File: config.mk
export PLATFORM = sky130hd
export DESIGN_NAME = k2_mode_monitor
export DESIGN_NICKNAME = d
export VERILOG_FILES = /design/src/rtl/k2mm_pkg.sv /design/src/rtl/k2_accept_filter.sv /design/src/rtl/k2_far_mode_decode.sv /design/src/rtl/mm_alarm_integrator.sv /design/src/rtl/k2_mode_monitor.sv
export SDC_FILE = /design/constraint.sdc
export NUM_CORES = 1
export LEC_CHECK = 0
export BUFFER_PORTS_ARGS = -buffer_cell sky130_fd_sc_hd__buf_4
export CORE_MARGIN = 2
export CORE_UTILIZATION = 40
export CTS_CLUSTER_DIAMETER = 30
export CTS_CLUSTER_SIZE = 20
export DETAILED_ROUTE_END_ITERATION = 6
export RECOVER_POWER = 100
export SLEW_MARGIN = 25
export SYNTH_ARGS = -nofsm -noshare
export SYNTH_HDL_FRONTEND = slang
export SYNTH_SLANG_ARGS = --single-unit
File: constraint.sdc
create_clock -name clk -period 4.4 [get_ports clk]
set_input_delay 0.88 -clock clk [delete_from_list [all_inputs] [get_ports clk]]
set_output_delay 0.88 -clock clk [all_outputs]
set_load 0.02 [all_outputs]
File: src/rtl/k2mm_pkg.sv
package k2mm_pkg;

  localparam int K2_W = 8;

  // direction codes carried in K2 bits 2:0
  localparam logic [2:0] DIR_BIDIR  = 3'b101;
  localparam logic [2:0] DIR_UNIDIR = 3'b100;
  localparam int ARCH_BIT = 3;

  typedef struct packed {
    logic arch_1n;     // far end runs 1:N
    logic far_unidir;  // far end runs unidirectional
  } far_mode_t;

  function automatic logic is_dir_code(input logic [K2_W-1:0] b);
    return (b[2:0] == DIR_BIDIR) || (b[2:0] == DIR_UNIDIR);
  endfunction

endpackage

File: src/rtl/k2_accept_filter.sv
module k2_accept_filter #(
  parameter int W      = 8,
  parameter int REPEAT = 3
) (
  input  logic         clk,
  input  logic         rst,
  input  logic         frame_tick,
  input  logic [W-1:0] k2_in,
  output logic         acc_stb,
  output logic [W-1:0] acc_k2
);
  localparam int CW = (REPEAT > 2) ? $clog2(REPEAT) : 1;
  localparam logic [CW-1:0] RUN_TOP = CW'(REPEAT - 1);
  localparam logic [CW-1:0] RUN_ARM = CW'(REPEAT - 2);

  logic [W-1:0]  last_q;
  logic [CW-1:0] run_q;

  always_ff @(posedge clk) begin
    if (rst) begin
      last_q  <= '0;
      run_q   <= '0;
      acc_stb <= 1'b0;
      acc_k2  <= '0;
    end else begin
      acc_stb <= 1'b0;
      if (frame_tick) begin
        if (k2_in != last_q) begin
          last_q <= k2_in;
          run_q  <= '0;
        end else if (run_q != RUN_TOP) begin
          run_q <= run_q + 1'b1;
          if (run_q == RUN_ARM) begin
            acc_stb <= 1'b1;
            acc_k2  <= k2_in;
          end
        end
      end
    end
  end
endmodule

File: src/rtl/k2_far_mode_decode.sv
module k2_far_mode_decode
  import k2mm_pkg::*;
(
  input  logic            clk,
  input  logic            rst,
  input  logic            acc_stb,
  input  logic [K2_W-1:0] acc_k2,
  input  logic            cfg_bidir,
  output far_mode_t       far_mode,
  output logic            mismatch
);
  always_ff @(posedge clk) begin
    if (rst) begin
      far_mode <= '0;
    end else if (acc_stb && is_dir_code(acc_k2)) begin
      far_mode.arch_1n    <= acc_k2[ARCH_BIT];
      far_mode.far_unidir <= (acc_k2[2:0] == DIR_UNIDIR);
    end
  end

  always_comb begin
    mismatch = far_mode.arch_1n | (cfg_bidir & far_mode.far_unidir);
  end
endmodule

File: src/rtl/mm_alarm_integrator.sv
module mm_alarm_integrator #(
  parameter int RAISE_FRAMES = 20000,
  parameter int CLEAR_FRAMES = 80000
) (
  input  logic clk,
  input  logic rst,
  input  logic frame_tick,
  input  logic mismatch,
  input  logic cfg_bidir,
  output logic mm_defect,
  output logic mm_alarm,
  output logic eff_bidir
);
  localparam int MAXW = (RAISE_FRAMES > CLEAR_FRAMES) ? RAISE_FRAMES : CLEAR_FRAMES;
  localparam int CW   = $clog2(MAXW + 1);
  localparam logic [CW-1:0] RAISE_LAST = CW'(RAISE_FRAMES - 1);
  localparam logic [CW-1:0] CLEAR_LAST = CW'(CLEAR_FRAMES - 1);

  logic [CW-1:0] cnt_q;
  logic          alarm_nxt;

  always_comb begin
    alarm_nxt = mm_alarm;
    if (frame_tick) begin
      if (!mm_alarm && mm_defect && cnt_q == RAISE_LAST) alarm_nxt = 1'b1;
      if (mm_alarm && !mm_defect && cnt_q == CLEAR_LAST) alarm_nxt = 1'b0;
    end
  end

  always_ff @(posedge clk) begin
    if (rst) begin
      mm_defect <= 1'b0;
      mm_alarm  <= 1'b0;
      eff_bidir <= cfg_bidir;
      cnt_q     <= '0;
    end else begin
      mm_defect <= mismatch;
      mm_alarm  <= alarm_nxt;
      eff_bidir <= cfg_bidir & ~alarm_nxt;
      if (frame_tick) begin
        // count strobes that point toward the other alarm state
        if (alarm_nxt != mm_alarm)          cnt_q <= '0;
        else if (mm_defect != mm_alarm)     cnt_q <= cnt_q + 1'b1;
        else                                cnt_q <= '0;
      end
    end
  end
endmodule

File: src/rtl/k2_mode_monitor.sv
module k2_mode_monitor
  import k2mm_pkg::*;
#(
  parameter int REPEAT       = 3,
  parameter int RAISE_FRAMES = 20000,
  parameter int CLEAR_FRAMES = 80000
) (
  input  logic       clk,
  input  logic       rst,
  input  logic       frame_tick,
  input  logic [7:0] k2_rx,
  input  logic       cfg_bidir,
  output logic       mm_defect,
  output logic       mm_alarm,
  output logic       eff_bidir
);
  logic            acc_stb;
  logic [K2_W-1:0] acc_k2;
  far_mode_t       far_mode;
  logic            mismatch;
  logic            arch_1n;
  logic            far_unidir;

  k2_accept_filter #(.W(K2_W), .REPEAT(REPEAT)) u_filt (
    .clk(clk), .rst(rst), .frame_tick(frame_tick), .k2_in(k2_rx),
    .acc_stb(acc_stb), .acc_k2(acc_k2)
  );

  k2_far_mode_decode u_dec (
    .clk(clk), .rst(rst), .acc_stb(acc_stb), .acc_k2(acc_k2),
    .cfg_bidir(cfg_bidir), .far_mode(far_mode), .mismatch(mismatch)
  );

  assign arch_1n    = far_mode.arch_1n;
  assign far_unidir = far_mode.far_unidir;

  mm_alarm_integrator #(.RAISE_FRAMES(RAISE_FRAMES), .CLEAR_FRAMES(CLEAR_FRAMES)) u_int (
    .clk(clk), .rst(rst), .frame_tick(frame_tick), .mismatch(mismatch),
    .cfg_bidir(cfg_bidir), .mm_defect(mm_defect), .mm_alarm(mm_alarm),
    .eff_bidir(eff_bidir)
  );
endmodule

== Word level (Yosys, flattened, before mapping) ==
Cells that the tools add are included.

* $add $sub $neg: 2
* Eq/ne operators: 9
* Muxes and demuxes: 9
* Bitwise logic cells: 7
* Reduce and logical (&&, ||, !) cells: 13

{| class="wikitable"
|+ Operator list
! kind !! number
|-
| $mux 17 || 2
|-
| $add 17x1->17 const B || 1
|-
| $eq 17x15->1 const B || 1
|-
| $eq 17x17->1 const B || 1
|-
| $ne 8x8->1 || 1
|-
| $eq 3x3->1 const B || 2
|-
| $logic_and 1x1->1 || 5
|-
| $mux 1 || 5
|-
| $mux 2 || 2
|-
| $not 1->1 || 4
|-
| $reduce_and 2->1 || 2
|-
| $reduce_and 4->1 || 1
|-
| $reduce_or 4->1 || 1
|-
| $add 2x1->2 const B || 1
|-
| $and 1x1->1 || 2
|-
| $eq 2x1->1 const B || 1
|-
| $logic_not 1->1 || 2
|-
| $ne 1x1->1 || 2
|-
| $ne 2x2->1 const B || 1
|-
| $reduce_bool 2->1 || 1
|-
| $logic_or 1x1->1 || 1
|-
| $or 1x1->1 || 1
|}

* Register bits after elaboration: 37
* Output and inout port bits: 3
* Logic and storage cells: 50

== Longest topological paths before layout ==
Gate-level depths: netlist of run 1.

* Word-level depth: 9
* Mapped depth: 8
* Mapped depth without buffers: 7

== By module ==
From an unflattened synthesis of run 1, not the netlist that was laid out.

* Cells, all modules: 242
* Area, all modules: 2190.9 um^2

{| class="wikitable"
|+ Modules (own cells, without submodules)
! module !! times used !! cells each !! area each (um^2) !! sequential area each (um^2)
|-
| mm_alarm_integrator || 1 || 136 || 1131.1 || 400.4
|-
| k2_accept_filter || 1 || 96 || 955.9 || 380.4
|-
| k2_far_mode_decode || 1 || 10 || 103.8 || 40.0
|}

== Worst setup path after synthesis of run 1 ==
Ideal clock, no wire load.

* Path kind: input to register
* From: input k2_rx[4]
* To: register u_filt.run_q[1]
* Arrival: 2.086 ns
* Data required time: 4.313 ns
* Setup slack: 2.226 ns
* Stages: 5
* Buffers on the path: 0
* Path through: xnor2_1 > nand4_2 > or4_4 > or3_1 > o31ai_1

* Word-level cells in the longest chain between the ends: 3
* Elaborated cells on any way between the ends: 4

{| class="wikitable"
|+ Ends and longest elaborated chain
! element !! RTL line !! RTL
|-
| from (decl) || k2_mode_monitor.sv:11 || <nowiki>input logic [7:0] k2_rx,</nowiki>
|-
| $ne 8x8->1 * || k2_accept_filter.sv:28 || <nowiki>if (k2_in != last_q) begin</nowiki>
|-
| $reduce_bool 2->1 (no line) || -- ||
|-
| $reduce_and 2->1 (no line) || -- ||
|-
| to (signal assigned) || k2_accept_filter.sv:32 || <nowiki>run_q <= run_q + 1'b1;</nowiki>
|-
| to (decl) || k2_accept_filter.sv:17 || <nowiki>logic [CW-1:0] run_q;</nowiki>
|}

Every way passes the cells marked *; elsewhere a longest branch is shown, timed or not.
A chain may end at the register's enable or synchronous reset.

==> metrics.txt, run 1 <==
# TYPE chip_impl_metric gauge
chip_impl_info{name="hold_path_startpoint",value="u_filt.acc_k2[0]"} 1
chip_impl_metric{name="die_y",unit="um"} 75.9
chip_impl_metric{name="portBuffers",unit=""} 14
chip_impl_metric{name="dp_hpwl",unit="um"} 2980
chip_impl_metric{name="row_count",unit=""} 26
chip_impl_metric{name="fin_crit_sh",unit="%"} 64.0
chip_impl_metric{name="yosysSeqAreaShare",unit="%"} 35.8
chip_impl_metric{name="p_clk_share",unit="%"} 37.2
chip_impl_metric{name="sequential_fraction_of_design_power",unit="%"} 55.5
chip_impl_info{name="tritoncts",value="built"} 1
chip_impl_info{name="crit_path_capture_type",value="register"} 1
chip_impl_metric{name="synth_cells",unit=""} 229
chip_impl_metric{name="synth-simple-area-share",unit="%"} 33.0
chip_impl_metric{name="switching_fraction",unit="%"} 24.0
chip_impl_metric{name="post_synth_num_cell_types",unit=""} 52
chip_impl_metric{name="p_int",unit="uW"} 470
chip_impl_metric{name="cap_violations",unit=""} 1
chip_impl_metric{name="critPathRequiredTime",unit="ps"} 4580
chip_impl_metric{name="synth_fa_ha_area_share",unit="%"} 3.63
chip_impl_metric{name="complex_gate_fraction_of_the_synthesized_area",unit="%"} 12.6
chip_impl_info{name="rsz_0062_raised_after_global_routing",value="no"} 1
chip_impl_metric{name="area_of_the_die",unit="sq um"} 5770
chip_impl_info{name="failed_checks",value="capacitance limit, slew limit"} 1
chip_impl_info{name="critPathKind",value="input pin to register"} 1
chip_impl_metric{name="fin_nets",unit=""} 256
chip_impl_metric{name="worstPathMaxFanout",unit=""} 41
chip_impl_metric{name="htree_levels",unit=""} 2
chip_impl_metric{name="grtUsageMet1",unit="%"} 22.5
chip_impl_metric{name="route.antenna.remaining_nets",unit=""} 0
chip_impl_metric{name="hold-path-cell-count",unit=""} 1
chip_impl_metric{name="routabilityCongestion",unit=""} 0.765
chip_impl_metric{name="hold_buffers",unit=""} 0
chip_impl_metric{name="synthMuxAreaShare",unit="%"} 6.29
chip_impl_info{name="end_point_of_the_worst_hold_path",value="u_dec.far_mode[0]"} 1
chip_impl_metric{name="timing.slew.headroom",unit="%"} -20.2
chip_impl_metric{name="route.final.wire_length",unit="um"} 4420
chip_impl_metric{name="power_per_cell_area",unit="nW/um^2"} 272
chip_impl_metric{name="core",unit="sq um"} 5040
chip_impl_metric{name="drtPass1Iterations",unit=""} 4
chip_impl_metric{name="drive_above_1_share",unit="%"} 14.6
chip_impl_metric{name="placed_cell_area",unit="sq um"} 2200
chip_impl_info{name="start_kind",value="input pin"} 1
chip_impl_metric{name="clock_sink_count",unit=""} 37
chip_impl_metric{name="dr.first_iter.drc_count",unit=""} 112
chip_impl_metric{name="grt.met3_usage",unit="%"} 3.93
chip_impl_metric{name="floorplan.initialDensity",unit="%"} 41.0
chip_impl_metric{name="comb_power_share",unit="%"} 7.3
chip_impl_info{name="post_synth_main_area_contributors",value="dfxtp_1 36%, mux2i_1 6.3%, nor2_1 4.2%"} 1
chip_impl_metric{name="grt_pass1_vias",unit=""} 1629
chip_impl_metric{name="fin_setup_tns",unit="ps"} 0
chip_impl_info{name="timing.rr.start",value="u_int.mm_defect"} 1
chip_impl_metric{name="p_total",unit="uW"} 618
chip_impl_metric{name="num-fill-cells",unit=""} 501
chip_impl_info{name="reg2reg_to",value="u_int.cnt_q[10]"} 1
chip_impl_metric{name="insertedDiodeCount",unit=""} 0
chip_impl_metric{name="timing.final.hold_violations",unit=""} 0
chip_impl_metric{name="clk_transition_reported_paths",unit="ps"} 80
chip_impl_metric{name="areaGrowthSynthToFinish",unit="%"} 9.61
chip_impl_metric{name="synth-xor-area-share",unit="%"} 4.11
chip_impl_metric{name="power.switching",unit="uW"} 148
chip_impl_metric{name="timing_max_transition_violations_final",unit=""} 42
chip_impl_metric{name="grt.met2_usage",unit="%"} 26.5
chip_impl_metric{name="pre_cts_ws",unit="ps"} 1980
chip_impl_metric{name="count_of_flip_flops_with_a_built_in_enable_after_synthesis",unit=""} 0
chip_impl_metric{name="grt_max_degree",unit=""} 42
chip_impl_metric{name="post_drt_wl_per_cell",unit="um"} 14.3
chip_impl_metric{name="globalRouteOverflowTotal",unit=""} 0
chip_impl_info{name="most_crowded_layer_after_global_routing",value="met2"} 1
chip_impl_info{name="ys_dominant_reg_cell",value="dfxtp_1"} 1
chip_impl_metric{name="grt_usage",unit="%"} 16.6
chip_impl_info{name="timing.hold.worst.class",value="register to register"} 1
chip_impl_metric{name="detailroute.via_count",unit=""} 1664
chip_impl_metric{name="rrSetupSlack",unit="ps"} 2300
chip_impl_metric{name="clock_tree.buffer_depth",unit=""} 2
chip_impl_metric{name="post_cts.repair.setup_buffers",unit=""} 0
chip_impl_metric{name="syn-mean-instance-area",unit="sq um"} 9.04
chip_impl_metric{name="ys_warn_count",unit=""} 0
chip_impl_metric{name="maxClockFrequency",unit="MHz"} 355
chip_impl_metric{name="setup_violating_endpoint_count_in_the_final_report",unit=""} 0
chip_impl_metric{name="cp_data_arrival_time",unit="ps"} 2990
chip_impl_metric{name="dp.cells",unit=""} 301
chip_impl_metric{name="grt_pass1_wl",unit="um"} 7840
chip_impl_info{name="root_buffer",value="clkbuf_8"} 1
chip_impl_metric{name="drcViolationCount",unit=""} 0
chip_impl_metric{name="postSynthRegisterBits",unit=""} 37
chip_impl_metric{name="fin_cells",unit=""} 309
chip_impl_metric{name="final_design_area_no_fill",unit="sq um"} 2270
chip_impl_metric{name="antenna_violations_before_repair",unit=""} 0
chip_impl_metric{name="worst_slew_pin_slew",unit="ps"} 1800
chip_impl_metric{name="post_layout_min_period",unit="ps"} 2820
chip_impl_metric{name="clk-insertion-delay-late",unit="ps"} 290
chip_impl_metric{name="die_w",unit="um"} 75.9
chip_impl_info{name="post-synth-top-area-cell",value="dfxtp_1"} 1
chip_impl_info{name="cp_cell_sequence",value="clkbuf_1, nor2_2, a22oi_2, o21ai_0"} 1
chip_impl_metric{name="routed_via_density",unit=""} 5.39
chip_impl_info{name="synth_top_family_by_area",value="simple AND/OR/NAND/NOR gates"} 1
chip_impl_metric{name="number_of_nets_in_the_synthesized_netlist",unit=""} 247
chip_impl_metric{name="number_of_gates_given_a_new_drive_strength_after_cts",unit=""} 0
chip_impl_metric{name="ios",unit=""} 15
chip_impl_metric{name="finClkSkew",unit="ps"} 7.59
chip_impl_metric{name="async_reset_ff_share",unit="%"} 0
chip_impl_metric{name="rr_worst_depth",unit=""} 5
chip_impl_metric{name="power.ir.vdd_worst",unit="uV"} 182
chip_impl_info{name="run_status",value="complete, but fails checks"} 1
chip_impl_info{name="critical_path.slowest_cell",value="clkbuf_1"} 1
chip_impl_metric{name="static-leakage-power",unit="nW"} 0.728
chip_impl_metric{name="post_synthesis_instance_area",unit="sq um"} 2070
chip_impl_metric{name="peak_per_stage_delay_on_the_critical_path",unit="ps"} 1260
chip_impl_metric{name="synth_top_area_share",unit="%"} 35.8
chip_impl_metric{name="final.setup.worst_slack",unit="ps"} 1580
chip_impl_metric{name="numCtsBuffers",unit=""} 5
[routing by layer]
| layer | vias up | share of wire [%] |
|---|---|---|
| li1 | 859 | - |
| met1 | 770 | 51 |
| met2 | 30 | 45 |
| met3 | 5 | 3.4 |
| met4 | 0 | 1.1 |
| met5 | - | 0 |
[registers in the layout, indices dropped and copies added (netlist names)]
register	count
u_dec.far_mode	2
u_filt.acc_k2	4
u_filt.acc_stb	1
u_filt.last_q	8
u_filt.run_q	2
u_int.cnt_q	17
u_int.eff_bidir	1
u_int.mm_alarm	1
u_int.mm_defect	1
[final cells by class]
class	instances	area [sq um]	share of cell area, %
multi-input combinational	172	1240	54.6
clock inverter	2	10.0	0.441
inverter	8	30.0	1.32
timing repair buffer	14	90.1	3.97
clock buffer	6	72.6	3.20
tap	70	87.6	3.86
sequential	37	741	32.7
[synth_stat cells, types with 4 or more instances]
cell / instances
nor3b_1: 10
xnor2_1: 6
clkbuf_1: 5
nor4b_1: 5
a21oi_1: 6
nand2_1: 18
dfxtp_1: 37
nand3_1: 17
nor2_1: 23
mux2i_1: 13
inv_1: 8
o311ai_1: 5
ha_1: 6
nand4_1: 5
nor3_1: 4
o31ai_1: 4
and3_1: 4
[power groups by stage]
stage	logic [mW]	registers, mW	clock network [mW]
after floorplan	0.0288	0.351	0
after global placement	0.0460	0.351	0
after detailed placement	0.0461	0.351	0
after CTS	0.0463	0.343	0.240
after global routing	0.0503	0.343	0.251
final	0.0452	0.343	0.230
[logic make-up (layout without fill, tap and decap cells)]
logic type	count (synthesis)	in the layout
xor gates and xnor gates	8	8
muxes	13	13
AOI/OAI and AO/OA	34	34
adders and majority gates	6	6
DFF	37	37
buffers and inverters	20	30
and+or+nand+nor	111	111
[per-stage QoR]
stage / hold WS, ps / utilization (%)
4_1_cts: 474 / 45.2
3_5_place_dp: 454 / 43.6
2_1_floorplan: 412 / -
6_report: 462 / 45.0
3_3_place_gp: 447 / 43.6
5_1_grt: 491 / 45.0
[cell usage in the layout (no fill, tap or decap), types with 4 or more instances in the layout]
cell | synthesis | layout
nor3b_1 | 10 | 10
clkbuf_8 | 0 | 5
and3_1 | 4 | 4
nor4b_1 | 5 | 5
inv_1 | 8 | 8
dfxtp_1 | 37 | 37
nor2_1 | 23 | 22
mux2i_1 | 13 | 13
o311ai_0 | 0 | 5
ha_1 | 6 | 6
nand2_1 | 18 | 18
clkbuf_1 | 5 | 5
nand3_1 | 17 | 17
nor3_1 | 4 | 4
a21oi_1 | 6 | 6
o21ai_0 | 3 | 5
buf_4 | 0 | 10
xnor2_1 | 6 | 6
nand4_1 | 5 | 5
o31ai_1 | 4 | 4
[how the worst max path moves through the flow]
| stage | startpoint | end | slack, ps | cells past startpoint |
|---|---|---|---|---|
| final | rst | u_int.cnt_q[5] | 1580 | 4 |
| after global routing | rst | u_int.cnt_q[5] | 1330 | 4 |
| after CTS | k2_rx[0] | u_filt.run_q[1] | 2280 | 6 |
| after detailed placement | k2_rx[0] | u_filt.run_q[1] | 1980 | 6 |
| after global placement | k2_rx[0] | u_filt.run_q[1] | 2010 | 6 |
| after floorplan | k2_rx[4] | u_filt.run_q[1] | 2230 | 5 |
[critical path, delay by kind of cell]
kind,cells,cell delay [ps]
AND/OR/NAND/NOR,1,430
buffers and inverters,1,1260
AO/OA/AOI/OAI,2,400
Power figures use the tool's default switching activity.
==> inputs of run 2 (changes only) <==
==> constraint.sdc (replaced) <==
create_clock -name clk -period 2.6 [get_ports clk]
set_input_delay 0.52 -clock clk [delete_from_list [all_inputs] [get_ports clk]]
set_output_delay 0.52 -clock clk [all_outputs]
set_load 0.02 [all_outputs]
==> metrics.txt, run 2 (synthesized netlist as in run 1, its figures left out) <==
# TYPE chip_impl_metric gauge
chip_impl_info{name="run_status",value="finished, final reports clean"} 1
chip_impl_info{name="final_common_cell",value="dfxtp_1"} 1
chip_impl_metric{name="cap_violations",unit=""} 0
chip_impl_info{name="root_buffer",value="clkbuf_8"} 1
chip_impl_metric{name="grt_usage",unit="%"} 16.8
chip_impl_metric{name="route.antenna.remaining_nets",unit=""} 0
chip_impl_info{name="layout.cells.most_common_list",value="37 x dfxtp_1, 23 x nor2_1, 18 x nand2_1, 17 x nand3_1"} 1
chip_impl_metric{name="row_count",unit=""} 26
chip_impl_metric{name="timing_max_transition_violations_final",unit=""} 0
chip_impl_metric{name="placed_cell_area",unit="sq um"} 2230
chip_impl_metric{name="htree_levels",unit=""} 2
chip_impl_metric{name="routabilityCongestion",unit=""} 0.766
chip_impl_metric{name="power.ir.vdd_worst",unit="uV"} 341
chip_impl_metric{name="clk_transition_reported_paths",unit="ps"} 70
chip_impl_metric{name="power_per_cell_area",unit="nW/um^2"} 463
chip_impl_metric{name="hold_buffers",unit=""} 0
chip_impl_metric{name="antenna_violations_before_repair",unit=""} 0
chip_impl_metric{name="maxClockFrequency",unit="MHz"} 485
chip_impl_metric{name="route.final.wire_length",unit="um"} 4400
chip_impl_metric{name="drcViolationCount",unit=""} 0
chip_impl_metric{name="worstPathMaxFanout",unit=""} 4
chip_impl_metric{name="routed_via_density",unit=""} 5.41
chip_impl_metric{name="hold-path-cell-count",unit=""} 1
chip_impl_info{name="critical_path.slowest_cell",value="nor4_1"} 1
chip_impl_metric{name="globalRouteOverflowTotal",unit=""} 0
chip_impl_metric{name="area_of_the_die",unit="sq um"} 5770
chip_impl_info{name="cp_cell_sequence",value="clkbuf_1, xnor2_1, nand4_1, nor4_1, mux2i_1, nor2_1"} 1
chip_impl_info{name="registers.top_by_ff_count",value="u_int.cnt_q"} 1
chip_impl_metric{name="die_w",unit="um"} 75.9
chip_impl_metric{name="fin_crit_sh",unit="%"} 79.3
chip_impl_info{name="critPathKind",value="input pin to register"} 1
chip_impl_metric{name="areaGrowthSynthToFinish",unit="%"} 9.25
chip_impl_info{name="start_kind",value="input pin"} 1
chip_impl_metric{name="timing.final.hold_violations",unit=""} 0
chip_impl_metric{name="worst_slew_pin_slew",unit="ps"} 1030
chip_impl_metric{name="largest_register_ffs",unit=""} 17
chip_impl_metric{name="detailroute.via_count",unit=""} 1692
chip_impl_metric{name="dr.first_iter.drc_count",unit=""} 78
chip_impl_metric{name="grt_max_degree",unit=""} 42
chip_impl_metric{name="fin_setup_tns",unit="ps"} 0
chip_impl_metric{name="clock_sink_count",unit=""} 37
chip_impl_metric{name="critPathRequiredTime",unit="ps"} 2760
chip_impl_metric{name="insertedDiodeCount",unit=""} 0
chip_impl_metric{name="drtPass1Iterations",unit=""} 4
chip_impl_metric{name="timing.slew.headroom",unit="%"} 30.7
chip_impl_info{name="reg.largest.list",value="u_int.cnt_q x17, u_filt.last_q x8, u_filt.acc_k2 x4"} 1
chip_impl_metric{name="setup_violating_endpoint_count_in_the_final_report",unit=""} 0
chip_impl_metric{name="clk-insertion-delay-late",unit="ps"} 290
chip_impl_metric{name="rr_worst_depth",unit=""} 7
chip_impl_metric{name="utilization",unit="%"} 44.8
chip_impl_metric{name="number_of_gates_given_a_new_drive_strength_after_cts",unit=""} 0
chip_impl_metric{name="final_design_area_no_fill",unit="sq um"} 2260
chip_impl_metric{name="fin_nets",unit=""} 260
chip_impl_metric{name="cp_data_arrival_time",unit="ps"} 2230
chip_impl_metric{name="floorplan.initialDensity",unit="%"} 41.0
chip_impl_metric{name="ios",unit=""} 15
chip_impl_metric{name="grt_pass1_vias",unit=""} 1729
chip_impl_metric{name="dp_hpwl",unit="um"} 2950
chip_impl_metric{name="static-leakage-power",unit="nW"} 0.717
chip_impl_metric{name="peak_per_stage_delay_on_the_critical_path",unit="ps"} 890
chip_impl_metric{name="post_drt_wl_per_cell",unit="um"} 14.1
chip_impl_metric{name="die_y",unit="um"} 75.9
chip_impl_info{name="rsz_0062_raised_after_global_routing",value="no"} 1
chip_impl_metric{name="finClkSkew",unit="ps"} 5.61
chip_impl_metric{name="drive_above_1_share",unit="%"} 13.2
chip_impl_metric{name="clock_tree.buffer_depth",unit=""} 2
chip_impl_info{name="tritoncts",value="built"} 1
chip_impl_metric{name="grt_pass1_wl",unit="um"} 8060
chip_impl_info{name="crit_path_capture_type",value="register"} 1
chip_impl_info{name="timing.hold.worst.class",value="register to register"} 1
chip_impl_metric{name="numCtsBuffers",unit=""} 5
chip_impl_metric{name="core",unit="sq um"} 5040
chip_impl_metric{name="post_layout_min_period",unit="ps"} 2060
chip_impl_metric{name="portBuffers",unit=""} 14
chip_impl_metric{name="post_cts.repair.setup_buffers",unit=""} 0
## run 2: cell types whose count changed in the layout (fill, tap and decap cells not counted), sizes merged
cell	previous run	this run
buf	10	13
clkinv	2	0
clkinvlp	0	2
clkbuf	10	11
## run 2: worst paths after layout
| path | start | endpoint | slack, ps |
|---|---|---|---|
| setup / recovery | k2_rx[0] | u_filt.acc_k2[3] | 540 |
| hold / removal | u_filt.acc_k2[0] | u_dec.far_mode[0] | 450 |
| setup reg to reg | u_int.mm_alarm | u_int.cnt_q[3] | 580 |
| hold reg to reg | u_filt.acc_k2[0] | u_dec.far_mode[0] | 450 |
## run 2: critical path: cells and delay by family
kind                   cells  cell delay, ps
XOR/XNOR                   1             190
buffers and inverters      1             110
AND/OR/NAND/NOR            3            1140
multiplexers               1             270
## run 2: stage by stage
step	hold WS [ps]	setup slack (ps)	instances	power, mW
2_1_floorplan	412	786	229	0.642
3_3_place_gp	447	572	305	0.673
3_5_place_dp	451	551	305	0.673
4_1_cts	459	613	313	1.07
5_1_grt	465	311	313	1.10
6_report	455	537	313	1.05
## run 2: per-layer routing
layer,global-route usage [%],up-vias,wire [um]
met4,5.09,0,40
met5,0,-,0
li1,-,869,-
met3,3.81,6,172
met1,22.2,782,2250
met2,27.5,35,1940
## run 2: where the power goes
group	internal (mW)	total, mW	switching (mW)
clock	0.189	0.395	0.206
sequential	0.575	0.580	0.00544
combinational	0.0339	0.0723	0.0384
total	0.797	1.05	0.250
## run 2: area by class of cell
type / count / area (sq um)
clock buffer: 6 / 72.6
fill: 531 / 2780
inverter: 8 / 30.0
clock inverter: 2 / 15.0
sequential: 37 / 741
tap: 70 / 87.6
timing repair buffer: 18 / 116
multi-input combinational: 172 / 1200
